[config.mk]
export PLATFORM = sky130hd
export DESIGN_NAME = fxadd_mixed
export DESIGN_NICKNAME = d
export VERILOG_FILES = /design/src/rtl/fxadd_pkg.sv /design/src/rtl/fxadd_align.sv /design/src/rtl/fxadd_core.sv /design/src/rtl/fxadd_ovf.sv /design/src/rtl/fxadd_mixed.sv
export SDC_FILE = /design/constraint.sdc
export NUM_CORES = 1
export LEC_CHECK = 0
export ABC_AREA = 1
export BUFFER_PORTS_ARGS = -buffer_cell sky130_fd_sc_hd__buf_2
export CAP_MARGIN = 40
export CORE_AREA = 2 2 39 41
export DETAILED_ROUTE_END_ITERATION = 8
export DIE_AREA = 0 0 41 43
export PLACE_DENSITY_LB_ADDON = 0.05
export REMOVE_ABC_BUFFERS = 1
export SYNTH_ARGS = -nofsm -noshare
export SYNTH_HDL_FRONTEND = slang
export SYNTH_SLANG_ARGS = --single-unit
[constraint.sdc]
create_clock -name vclk -period 1.3
set_input_delay 0.195 -clock vclk [all_inputs]
set_output_delay 0.195 -clock vclk [all_outputs]
set_load 0.05 [all_outputs]
[src/rtl/fxadd_pkg.sv]
package fxadd_pkg;

    typedef enum logic [1:0] {
        ADD_WRAP   = 2'd0,
        ADD_GROW   = 2'd1,
        ADD_DETECT = 2'd2
    } add_mode_e;

    function automatic int imax(input int x, input int y);
        return (x > y) ? x : y;
    endfunction

    function automatic int out_width(input int aw, input add_mode_e m);
        return (m == ADD_GROW) ? aw + 1 : aw;
    endfunction

endpackage

[src/rtl/fxadd_align.sv]
module fxadd_align #(
    parameter int W_IN     = 8,
    parameter int F_IN     = 3,
    parameter int INT_OUT  = 5,
    parameter int FRAC_OUT = 4,
    parameter bit SGN      = 1'b1
) (
    input  logic [W_IN-1:0]             din,
    output logic [INT_OUT+FRAC_OUT-1:0] dout
);
    localparam int W_OUT = INT_OUT + FRAC_OUT;
    localparam int PAD_L = FRAC_OUT - F_IN;

    logic [W_OUT-1:0] widened;

    generate
        if (SGN) begin : g_sext
            assign widened = W_OUT'($signed(din));
        end else begin : g_zext
            assign widened = W_OUT'(din);
        end
    endgenerate

    assign dout = widened << PAD_L;
endmodule

[src/rtl/fxadd_core.sv]
module fxadd_core #(
    parameter int W   = 9,
    parameter bit SGN = 1'b1
) (
    input  logic [W-1:0] x,
    input  logic [W-1:0] y,
    output logic [W:0]   s
);
    logic xh, yh;

    generate
        if (SGN) begin : g_sgn
            assign xh = x[W-1];
            assign yh = y[W-1];
        end else begin : g_uns
            assign xh = 1'b0;
            assign yh = 1'b0;
        end
    endgenerate

    assign s = {xh, x} + {yh, y};
endmodule

[src/rtl/fxadd_ovf.sv]
module fxadd_ovf #(
    parameter int                  W    = 9,
    parameter bit                  SGN  = 1'b1,
    parameter fxadd_pkg::add_mode_e MODE = fxadd_pkg::ADD_DETECT
) (
    input  logic [W-1:0] x,
    input  logic [W-1:0] y,
    input  logic [W:0]   s,
    output logic         ovf
);
    generate
        if (MODE != fxadd_pkg::ADD_DETECT) begin : g_off
            assign ovf = 1'b0;
        end else if (SGN) begin : g_sgn
            assign ovf = (x[W-1] == y[W-1]) && (s[W-1] != x[W-1]);
        end else begin : g_uns
            assign ovf = s[W];
        end
    endgenerate
endmodule

[src/rtl/fxadd_mixed.sv]
module fxadd_mixed
    import fxadd_pkg::*;
#(
    parameter int        A_W    = 8,
    parameter int        A_F    = 3,
    parameter int        B_W    = 6,
    parameter int        B_F    = 4,
    parameter bit        SIGNED = 1'b1,
    parameter add_mode_e MODE   = ADD_GROW,
    localparam int FRAC  = imax(A_F, B_F),
    localparam int INTB  = imax(A_W - A_F, B_W - B_F),
    localparam int AW    = INTB + FRAC,
    localparam int OUT_W = out_width(AW, MODE)
) (
    input  logic [A_W-1:0]   a_i,
    input  logic [B_W-1:0]   b_i,
    output logic [OUT_W-1:0] sum_o,
    output logic             ovf_o
);
    logic [AW-1:0] a_al, b_al;
    logic [AW:0]   s_ext;

    fxadd_align #(.W_IN(A_W), .F_IN(A_F), .INT_OUT(INTB), .FRAC_OUT(FRAC), .SGN(SIGNED))
        u_align_a (.din(a_i), .dout(a_al));
    fxadd_align #(.W_IN(B_W), .F_IN(B_F), .INT_OUT(INTB), .FRAC_OUT(FRAC), .SGN(SIGNED))
        u_align_b (.din(b_i), .dout(b_al));

    fxadd_core #(.W(AW), .SGN(SIGNED)) u_core (.x(a_al), .y(b_al), .s(s_ext));

    fxadd_ovf #(.W(AW), .SGN(SIGNED), .MODE(MODE))
        u_ovf (.x(a_al), .y(b_al), .s(s_ext), .ovf(ovf_o));

    generate
        if (MODE == ADD_GROW) begin : g_grow
            assign sum_o = s_ext;
        end else begin : g_keep
            assign sum_o = s_ext[AW-1:0];
        end
    endgenerate

    always_comb begin
        // low bits that were added by the alignment carry no value
        if (A_F < FRAC) a_r1_pad_a: assert (a_al[0] == 1'b0);
        if (B_F < FRAC) a_r1_pad_b: assert (b_al[0] == 1'b0);
        // the flag stays low outside detect mode
        if (MODE != ADD_DETECT) a_r7_flag_quiet: assert (ovf_o == 1'b0);
        // operands of opposite sign can never overflow
        if (MODE == ADD_DETECT && SIGNED)
            a_r6_mixed_sign: assert (!(ovf_o && (a_al[AW-1] != b_al[AW-1])));
        // an unsigned overflow makes the wrapped sum fall below an operand
        if (MODE == ADD_DETECT && !SIGNED)
            a_r5_wrap_below: assert (ovf_o == (sum_o < OUT_W'(a_al)));
        // two non-negative signed operands give a non-negative grown sum
        if (MODE == ADD_GROW && SIGNED && !a_al[AW-1] && !b_al[AW-1])
            a_r3_nonneg: assert (sum_o[OUT_W-1] == 1'b0);
    end
endmodule

After elaboration in Yosys (flattened, before gate mapping)
Index checks and enable logic that the tools add are counted.

storage, ports and cells
  input bits = 14
  output and inout port bits = 11
  flip-flop bits (word level) = 0

operators by class
  $add $sub $neg = 1

operator list
  cell                   count
  adder 9 x 6 -> 10 bit  1

Longest topological paths before layout
Gate-level depths: netlist of the first run.

  depth after elaboration = 1
  mapped depth = 8
  mapped depth without buffers = 8

By module
Synthesis of the first run repeated with hierarchy kept, for this count alone.

second synthesis, totals
  cells, all modules = 104
  area, all modules = 606.8 um2

modules (own cells, without submodules)
  module                   cells an instance  area an instance (um2)  times used
  fxadd_core               83                 456.7                   1
  fxadd_align (u_align_a)  10                 71.3                    1
  fxadd_align (u_align_b)  9                  67.6                    1
  fxadd_ovf                2                  11.3                    1

Worst setup path before layout of the first run
No wires, ideal clock.

  kind = input to output
  start point = input port a_i[0]
  end point = output port sum_o[5]
  path buffers = 0
  stages = 6
  arrival time = 1,570 ps
  path slack = -465 ps
  path through = ha_1 fa_1 nand2_1 nand2_2 nand2_1 xnor2_1

between the ends
  word-level cells in the longest chain between the ends = 1

RTL lines
  what                   RTL line           source
  start, declared        fxadd_mixed.sv:15  input logic [A_W-1:0] a_i,
  adder 9 x 6 -> 10 bit  fxadd_core.sv:21   assign s = {xh, x} + {yh, y};
  end, declared          fxadd_mixed.sv:17  output logic [OUT_W-1:0] sum_o,

Every way passes these cells.

Worst setup path in the final report of the first run
  start point = input port b_i[1]
  end point = output port sum_o[7]

between the ends
  word-level cells in the longest chain between the ends = 1

RTL lines
  what                   RTL line           source
  start, declared        fxadd_mixed.sv:16  input logic [B_W-1:0] b_i,
  adder 9 x 6 -> 10 bit  fxadd_core.sv:21

Every way passes these cells.

==> results of run 1 <==
==> worst paths after layout <==
check,endpoint,cells after the start,start
setup / recovery,sum_o[7],10,b_i[1]
hold / removal,sum_o[0],0,b_i[0]
==> per-layer routing <==
layer / GRT usage [%] / part of all wire [%]
met5: 0 / 0
met4: 0 / 0
met3: 0 / 4.0
met2: 22.5 / 52
met1: 15.9 / 44
==> layout make-up <==
type / count / area [um2]
fillers: 141 / 574
inverters: 11 / 41.3
multi-input cells: 59 / 487
well taps: 16 / 20.0
repair buffers: 30 / 262
==> worst max-delay path: stages <==
cell and delay (ns):
sky130_fd_sc_hd__buf_6 0.10, sky130_fd_sc_hd__ha_4 0.15, sky130_fd_sc_hd__fa_2 0.35, sky130_fd_sc_hd__nand2_2 0.07
sky130_fd_sc_hd__nand2_2 0.06, sky130_fd_sc_hd__nand3b_1 0.11, sky130_fd_sc_hd__nand2_1 0.06, sky130_fd_sc_hd__nand2_1 0.06
sky130_fd_sc_hd__nand2_1 0.06, sky130_fd_sc_hd__buf_6 0.15
==> kinds of logic (layout without fill, tap and decap cells) <==
kind of cell | Yosys count | count (layout)
AO/OA/AOI/OAI | 2 | 2
buffers and inverters | 13 | 41
other | 1 | 1
adder cells (fa/ha/maj) | 9 | 9
AND/OR/NAND/NOR | 44 | 44
XOR/XNOR | 3 | 3
==> where the power goes <==
part           total [uW]  leakage [uW]  internal, uW  switching (uW)
logic                 591      0.000423           245             346
clock network           0             0             0               0
registers               0             0             0               0
==> repair_timing <==
action	in CTS	in global routing
pin swaps	21	19
resized for setup	41	8
endpoints found under the setup margin	8	8
==> through the flow <==
stage | area, um2 | std cells
finish | 810 | 116
floorplan | 389 | 70
global placement | 579 | 116
global route | 810 | 116
CTS | 773 | 116
detailed placement | 579 | 116
==> placed cells by master (no fill, tap or decap) <==
cell and n:
sky130_fd_sc_hd__xnor2_2 1, sky130_fd_sc_hd__nand3b_1 2, sky130_fd_sc_hd__xor2_1 1, sky130_fd_sc_hd__buf_12 1, sky130_fd_sc_hd__buf_2 7, sky130_fd_sc_hd__inv_1 10, sky130_fd_sc_hd__buf_4 11, sky130_fd_sc_hd__fa_2 1
sky130_fd_sc_hd__inv_2 1, sky130_fd_sc_hd__nor2_1 3, sky130_fd_sc_hd__a21oi_2 1, sky130_fd_sc_hd__nor2_2 1, sky130_fd_sc_hd__a21oi_1 1, sky130_fd_sc_hd__nand3_1 5, sky130_fd_sc_hd__or2_1 1, sky130_fd_sc_hd__conb_1 1
sky130_fd_sc_hd__nand2_2 9, sky130_fd_sc_hd__ha_1 1, sky130_fd_sc_hd__buf_6 11, sky130_fd_sc_hd__nand3_2 1, sky130_fd_sc_hd__ha_4 7, sky130_fd_sc_hd__or2_4 1, sky130_fd_sc_hd__nand2_1 20, sky130_fd_sc_hd__xnor2_1 1
sky130_fd_sc_hd__nand2_4 1
==> parameters.txt, run 1 <==
Parameter                              Value

CTS
  Number of buffers inserted by hold repair at cts    0
  Post-CTS repair timing setup buffer count    0

Yosys
  Leading post-synthesis cells by cell area    sky130_fd_sc_hd__nand2_1 27%, sky130_fd_sc_hd__ha_1 25%, sky130_fd_sc_hd__inv_1 10%
  Synthesized-area fraction occupied by xor and xnor cells    6.50%
  Multiplexer share of the synthesized area    0%
  Proportion of netlist area held by the largest area contributor    26.9%
  Area share of and/or/nand/nor cells after synthesis    46.4%
  Synthesized-area fraction occupied by adder cells    29.7%
  Post-synth top area cell    sky130_fd_sc_hd__nand2_1
  Count of warnings emitted by yosys    0
  Compound-Gate Fraction of Synth Area    2.48%
  Library cells used by synthesis    14
  Netlist area before placement    404 um2
  Cell with the most instances after synthesis    sky130_fd_sc_hd__nand2_1
  Combinational family with the most area after synthesis    simple AND/OR/NAND/NOR gates
  Mean Syn Cell Area    5.61 um2
  Synth Instances    72
  Top cell types by occurrence after synthesis    29 x sky130_fd_sc_hd__nand2_1, 11 x sky130_fd_sc_hd__inv_1, 8 x sky130_fd_sc_hd__ha_1
  Proportion of synthesized chip area in sequential cells    0%

Floorplanning
  Top-level port count    25
  # rows    14
  Overall die area    1760 um2
  Effective utilization at floorplan    29.2%
  Die height    43 um
  Core region area    1380 um2
  Die X    41 um

STA
  Total of endpoints with negative setup slack in the final report    8
  Setup TNS after final layout    -1.11 ns
  Number of slew-limit violations in the final report    0
  Fin Hold WS    0.390 ns
  Post-route clock period utilization    119%
  Fmax    0.644 GHz
  Unrepaired setup endpoints after global routing    yes
  Worst path setup slack after routing    -0.253 ns
  Minimum clock period    1.55 ns
  Final Hold Violating Endpoints    0

GRT
  All-layer global routing usage    12.2%
  Number of antenna violations at the first check in global routing    0
  Wire length of the first global-routing pass    1640 um
  Number of global-route vias before repair    448
  Pin count of the biggest net entering global routing    5
  Total gr overflow    0

Detailed routing
  DRT Pass-1 Iters    3
  Iteration-0 DRC Markers    7
  Vias    511
  Total routed wirelength    1080 um
  Final routed DRC violation total    0
  Number of nets with antenna violations after detailed routing    0
  Detail-routed via count per cell    4.41
  Routed wire per std cell    9.33 um

Critical path
  Largest fanout on the critical path    3
  Arrival time reported for the critical path endpoint    1.36 ns
  Category of the critical setup timing path    primary input to primary output
  Data required time of the critical path    1.11 ns
  Worst Setup End Kind    primary output
  Startpoint kind of the worst setup timing path    primary input

Pwr
  Worst vdd rail ir drop    376 uV
  Power density over the cells    730 nW/um2
  Leakage power    0.000423 uW
  Power after layout    591 uW

Hold path
  Class of the tightest hold or removal check    primary input to primary output

Final layout
  Final sequential cell count    0
  Layout Nets    125
  Core Util, Final    58.5%
  Sequential standard cell area    0 um2
  Area growth from synthesis to layout    100%
  Antenna diode count    0
  Layout cell share with drive strength beyond 1    54.0%
  Number of clock buffers in the layout    0

Run status
  Result of the run    finished, violations left
  Failing checks    negative setup slack

Flow run
  Number of max-capacitance violations reported    0

Place
  DP HPWL    784 um
  Count of input and output buffers    22
  RD Place Congestion    0.728
  Pre-CTS setup slack    -0.462 ns
(Power assumes the default switching activity.)
==> run 2: changes to the inputs <==
--- a/config.mk
+++ b/config.mk
@@ -11,6 +11,7 @@
 export CORE_AREA = 2 2 39 41
 export DETAILED_ROUTE_END_ITERATION = 8
 export DIE_AREA = 0 0 41 43
+export GPL_TIMING_DRIVEN = 0
 export PLACE_DENSITY_LB_ADDON = 0.05
 export REMOVE_ABC_BUFFERS = 1
 export SYNTH_ARGS = -nofsm -noshare
==> constraint.sdc (replaced) <==
create_clock -name vclk -period 1.9
set_input_delay 0.285 -clock vclk [all_inputs]
set_output_delay 0.285 -clock vclk [all_outputs]
set_load 0.05 [all_outputs]
==> parameters.txt, run 2 (same netlist as run 1, synthesis figures left out) <==
Parameter                              Value

Floorplanning
  Die X    41 um (unchanged)
  Overall die area    1760 um2 (unchanged)
  Die height    43 um (unchanged)
  Core region area    1380 um2 (unchanged)
  Effective utilization at floorplan    29.2% (unchanged)
  # rows    14 (unchanged)
  Top-level port count    25 (unchanged)

Detailed routing
  M1 WL    390 um (-18%)
  Total routed wirelength    829 um (-23%)
  Routed wire per std cell    7.68 um (-18%)
  DRT Pass-1 Iters    4 (+1)
  Vias    469 (-8.2%)
  Final routed DRC violation total    0 (unchanged)
  Met3 wirelength from detailed routing    45 um (+4.7%)
  Highest layer used for signal routing    met3
  Amount of wire on met2 after detailed routing    392 um (-30%)
  Number of nets with antenna violations after detailed routing    0 (unchanged)
  Iteration-0 DRC Markers    9 (+2)
  Detail-routed via count per cell    4.34 (-1.4%)

Pwr
  Portion of total power attributed to sequential cells    0% (unchanged)
  P_int    94.4 uW (-61%)
  Switching power summed over all nets    210 uW (-39%)
  Switching share of power    68.9% (+10 points)
  Worst vdd rail ir drop    199 uV (-47%)
  Power after layout    304 uW (-49%)
  Leakage power    0.000347 uW (-18%)
  Power density over the cells    540 nW/um2 (-26%)
  Share of total power in the clock network    0% (unchanged)
  Combinational fraction of design power    100.0% (about the same)

GRT
  Number of global-route vias before repair    386 (-14%)
  Total gr overflow    0 (unchanged)
  All-layer global routing usage    11.3% (-0.90 points)
  Wire length of the first global-routing pass    1520 um (-7.2%)
  Number of antenna violations at the first check in global routing    0 (unchanged)
  Pin count of the biggest net entering global routing    6 (+1)

STA
  Total of endpoints with negative setup slack in the final report    0 (-8)
  Post-route clock period utilization    94.6%
  Setup TNS after final layout    0 ns (+1.11 ns)
  Number of slew-limit violations in the final report    0 (unchanged)
  Unrepaired setup endpoints after global routing    no
  Fmax    0.557 GHz
  Final Hold Violating Endpoints    0 (unchanged)
  Minimum clock period    1.80 ns

Final layout
  Number of clock buffers in the layout    0 (unchanged)
  Commonest non-fill, non-tap cell in the layout    sky130_fd_sc_hd__nand2_1
  Antenna diode count    0 (unchanged)
  Area growth from synthesis to layout    39.3%
  Final sequential cell count    0 (unchanged)
  Sequential standard cell area    0 um2 (unchanged)
  Layout cell share with drive strength beyond 1    30.4% (-24 points)
  Cell area after layout    563 um2 (-30%)
  Highest-count cells in the layout ignoring fill and taps    28 x sky130_fd_sc_hd__nand2_1, 18 x sky130_fd_sc_hd__buf_2, 11 x sky130_fd_sc_hd__inv_1, 7 x sky130_fd_sc_hd__ha_1, 5 x sky130_fd_sc_hd__nand3_1
  Core Util, Final    40.7% (-18 points)
  FILL cells    164 (+16%)
  Layout Nets    117 (-6.4%)

Place
  Instance area after placement    519 um2 (-10%)
  RD Place Congestion    0.743 (+2.1%)
  Count of input and output buffers    22 (unchanged)
  DP HPWL    755 um (-3.7%)

Critical path
  Worst Setup End Kind    primary output
  Category of the critical setup timing path    primary input to primary output
  Startpoint kind of the worst setup timing path    primary input
  Largest fanout on the critical path    3 (unchanged)
  Arrival time reported for the critical path endpoint    1.51 ns (+0.15 ns)
  Data required time of the critical path    1.62 ns (+0.51 ns)

CTS
  Post-CTS repair timing setup buffer count    0 (unchanged)
  Number of buffers inserted by hold repair at cts    0 (unchanged)

Hold path
  Class of the tightest hold or removal check    primary input to primary output
  Depth of the worst hold-timing path    0 (unchanged)
  Hold-critical path endpoint    sum_o[0]
  Startpoint of the worst hold path    b_i[0]

Run status
  Result of the run    complete, no violations

Flow run
  Number of max-capacitance violations reported    0 (unchanged)
==> run 2: cell count changes in the layout (fill, tap and decap cells not counted), moves of 7 or more <==
cell,change
sky130_fd_sc_hd__nand2_1,+8
sky130_fd_sc_hd__buf_4,-10
sky130_fd_sc_hd__buf_6,-9
sky130_fd_sc_hd__buf_2,+11
sky130_fd_sc_hd__nand2_2,-7
==> run 2: stage by stage <==
stage / cells / setup slack (ns) / hold slack (ns)
6_report: 108 / 0.103 / 0.570
5_1_grt: 108 / 0.0233 / 0.570
4_1_cts: 108 / 0.0465 / 0.570
3_5_place_dp: 108 / -0.0709 / 0.570
3_3_place_gp: 108 / -0.0640 / 0.570
2_1_floorplan: 70 / -0.0446 / 0.570
==> run 2: area by class of cell <==
cell class	instances	area [um2]	area share (%)
multi-input cells	59	374	66.4
repair buffers	22	128	22.7
inverters	11	41.3	7.33
well taps	16	20.0	3.56
==> run 2: repair_timing <==
item                       CTS  global route
pin swaps                    0             2
setup endpoints to repair    3             3
gates resized for setup      5             7
==> run 2: how the worst max path moves through the flow <==
stage / from / end / slack, ns / cells past startpoint
floorplan: a_i[0] / sum_o[5] / -0.04 / 6
global placement: a_i[0] / sum_o[9] / -0.06 / 9
detailed placement: a_i[0] / sum_o[9] / -0.07 / 9
CTS: a_i[0] / sum_o[9] / 0.05 / 10
global route: b_i[5] / sum_o[8] / 0.02 / 9
finish: a_i[0] / sum_o[7] / 0.10 / 10
==> run 2: critical path: stages <==
cell and delay [ns]:
sky130_fd_sc_hd__buf_2 0.11, sky130_fd_sc_hd__ha_4 0.16, sky130_fd_sc_hd__fa_2 0.37, sky130_fd_sc_hd__nand2_2 0.08, sky130_fd_sc_hd__nand2_2 0.07, sky130_fd_sc_hd__nand3b_1 0.12
sky130_fd_sc_hd__nand2_1 0.06, sky130_fd_sc_hd__nand2_1 0.05, sky130_fd_sc_hd__nand2_1 0.06, sky130_fd_sc_hd__buf_6 0.15
==> run 2: layer usage <==
metal | global-route usage [%] | vias up
li1 | - | 260
met1 | 16.2 | 195
met2 | 19.4 | 14
met3 | 0 | 0
met4 | 0 | 0
met5 | 0 | -
==> run 2: power groups by stage <==
stage | clock (uW) | combinational [uW] | sequential (uW)
6_report | 0 | 304 | 0
5_1_grt | 0 | 335 | 0
4_1_cts | 0 | 297 | 0
3_5_place_dp | 0 | 284 | 0
3_3_place_gp | 0 | 283 | 0
2_1_floorplan | 0 | 226 | 0
==> run 3: changes to the inputs <==
--- a/config.mk
+++ b/config.mk
@@ -12,7 +12,7 @@
 export DETAILED_ROUTE_END_ITERATION = 8
 export DIE_AREA = 0 0 41 43
 export GPL_TIMING_DRIVEN = 0
-export PLACE_DENSITY_LB_ADDON = 0.05
+export PLACE_DENSITY = 0.58
 export REMOVE_ABC_BUFFERS = 1
 export SYNTH_ARGS = -nofsm -noshare
 export SYNTH_HDL_FRONTEND = slang
==> constraint.sdc (replaced) <==
create_clock -name vclk -period 1.6
set_input_delay 0.24 -clock vclk [all_inputs]
set_output_delay 0.24 -clock vclk [all_outputs]
set_load 0.05 [all_outputs]
==> parameters.txt, run 3 (same netlist as run 1, synthesis figures left out) <==
Parameter                              Value

Detailed routing
  Iteration-0 DRC Markers    0 (-9)
  Final routed DRC violation total    0 (unchanged)
  Total routed wirelength    1040 um (+26%)
  DRT Pass-1 Iters    1 (-3)
  Number of nets with antenna violations after detailed routing    0 (unchanged)
  Routed wire per std cell    9.32 um (+21%)
  Detail-routed via count per cell    4.46 (+2.8%)
  Vias    500 (+6.6%)

Hold path
  Startpoint of the worst hold path    b_i[0]
  Class of the tightest hold or removal check    primary input to primary output

Critical path
  Data required time of the critical path    1.36 ns (-0.26 ns)
  Critical path startpoint    b_i[1]
  Category of the critical setup timing path    primary input to primary output
  Largest fanout on the critical path    3 (unchanged)
  Worst Setup End Kind    primary output
  Startpoint kind of the worst setup timing path    primary input
  Arrival time reported for the critical path endpoint    1.40 ns (-0.11 ns)

Floorplanning
  Core region area    1380 um2 (unchanged)
  Die X    41 um (unchanged)
  Top-level port count    25 (unchanged)
  # rows    14 (unchanged)
  Die height    43 um (unchanged)
  Overall die area    1760 um2 (unchanged)
  Effective utilization at floorplan    29.2% (unchanged)

Place
  Inst Count DP    108 (unchanged)
  DP HPWL    775 um (+2.7%)
  Count of input and output buffers    22 (unchanged)
  RD Place Congestion    0.640 (-14%)

GRT
  Met1 track demand over resource in global routing    14.6% (-1.7 points)
  Global-route met3 utilization    0% (unchanged)
  Number of antenna violations at the first check in global routing    0 (unchanged)
  All-layer global routing usage    11.5% (+0.18 points)
  Pin count of the biggest net entering global routing    6 (unchanged)
  Number of global-route vias before repair    402 (+4.1%)
  Wire length of the first global-routing pass    1500 um (-0.92%)
  Total gr overflow    0 (unchanged)
  Global-route layer with the greatest usage    met2
  Met2 usage in global routing    21.6% (+2.2 points)

Final layout
  Finished Layout Cells    112 (+3.7%)
  Layout Nets    121 (+3.4%)
  Layout cell share with drive strength beyond 1    40.6% (+10 points)
  Core Util, Final    50.8% (+10 points)
  Sequential standard cell area    0 um2 (unchanged)
  Area growth from synthesis to layout    74.0%
  Highest-count cells in the layout ignoring fill and taps    28 x sky130_fd_sc_hd__nand2_1, 12 x sky130_fd_sc_hd__buf_2, 11 x sky130_fd_sc_hd__inv_1
  Final sequential cell count    0 (unchanged)
  Antenna diode count    0 (unchanged)
  Number of clock buffers in the layout    0 (unchanged)
  Commonest non-fill, non-tap cell in the layout    sky130_fd_sc_hd__nand2_1

Pwr
  Power density over the cells    609 nW/um2 (+13%)
  Power after layout    428 uW (+41%)
  Worst vdd rail ir drop    375 uV (+88%)
  Leakage power    0.000379 uW (+9.2%)

Flow run
  Number of max-capacitance violations reported    0 (unchanged)

STA
  Final Hold Violating Endpoints    0 (unchanged)
  Setup TNS after final layout    -0.0419 ns (-0.0419 ns)
  Unrepaired setup endpoints after global routing    yes
  Fin Hold WS    0.480 ns (-0.0900 ns)
  Minimum clock period    1.64 ns
  Number of slew-limit violations in the final report    0 (unchanged)
  Worst path setup slack after routing    -0.0419 ns (-0.145 ns)
  Fmax    0.609 GHz
  Post-route clock period utilization    103%
  Total of endpoints with negative setup slack in the final report    1 (+1)

Run status
  Result of the run    finished, violations left
  Failing checks    negative setup slack
==> run 3: path summary, 6_finish.rpt <==
kind,to,depth (start not counted)
setup / recovery,sum_o[7],10
hold / removal,sum_o[0],0
==> run 3: critical path, stage by stage <==
cell                       delay [ns]
sky130_fd_sc_hd__buf_6           0.10
sky130_fd_sc_hd__ha_4            0.15
sky130_fd_sc_hd__fa_2            0.35
sky130_fd_sc_hd__nand2_2         0.07
sky130_fd_sc_hd__nand2_2         0.06
sky130_fd_sc_hd__nand3b_1        0.11
sky130_fd_sc_hd__nand2_1         0.06
sky130_fd_sc_hd__nand2_1         0.06
sky130_fd_sc_hd__nand2_1         0.06
sky130_fd_sc_hd__buf_6           0.15
==> run 3: repair_timing <==
item	in CTS	in global routing
setup endpoints to repair	7	6
hold endpoints to repair	0	0
hold buffers	0	0
setup buffers	0	4
resized for setup	20	10
pin swaps	8	7
==> run 3: through the flow <==
stage | area (um2) | setup slack (ns)
2_1_floorplan | 389 | -0.255
3_3_place_gp | 519 | -0.257
3_5_place_dp | 519 | -0.288
4_1_cts | 632 | -0.0884
5_1_grt | 703 | -0.100
6_report | 703 | -0.0419
==> run 3: metal layers <==
metal	share of wire, %	vias to the layer above
met5	0	-
met1	43	211
met3	6.8	0
met2	50	20
met4	0	0
li1	-	269
==> run 3: area by class of cell <==
cell class / count / area [um2]
Fill cell: 150 / 681
Multi-Input combinational cell: 59 / 450
Timing Repair Buffer: 26 / 191
Inverter: 11 / 41.3
Tap cell: 16 / 20.0
==> run 3: where the power goes <==
group | internal (uW) | total [uW] | switching [uW]
clock | 0 | 0 | 0
sequential | 0 | 0 | 0
combinational | 163 | 428 | 265
total | 163 | 428 | 265
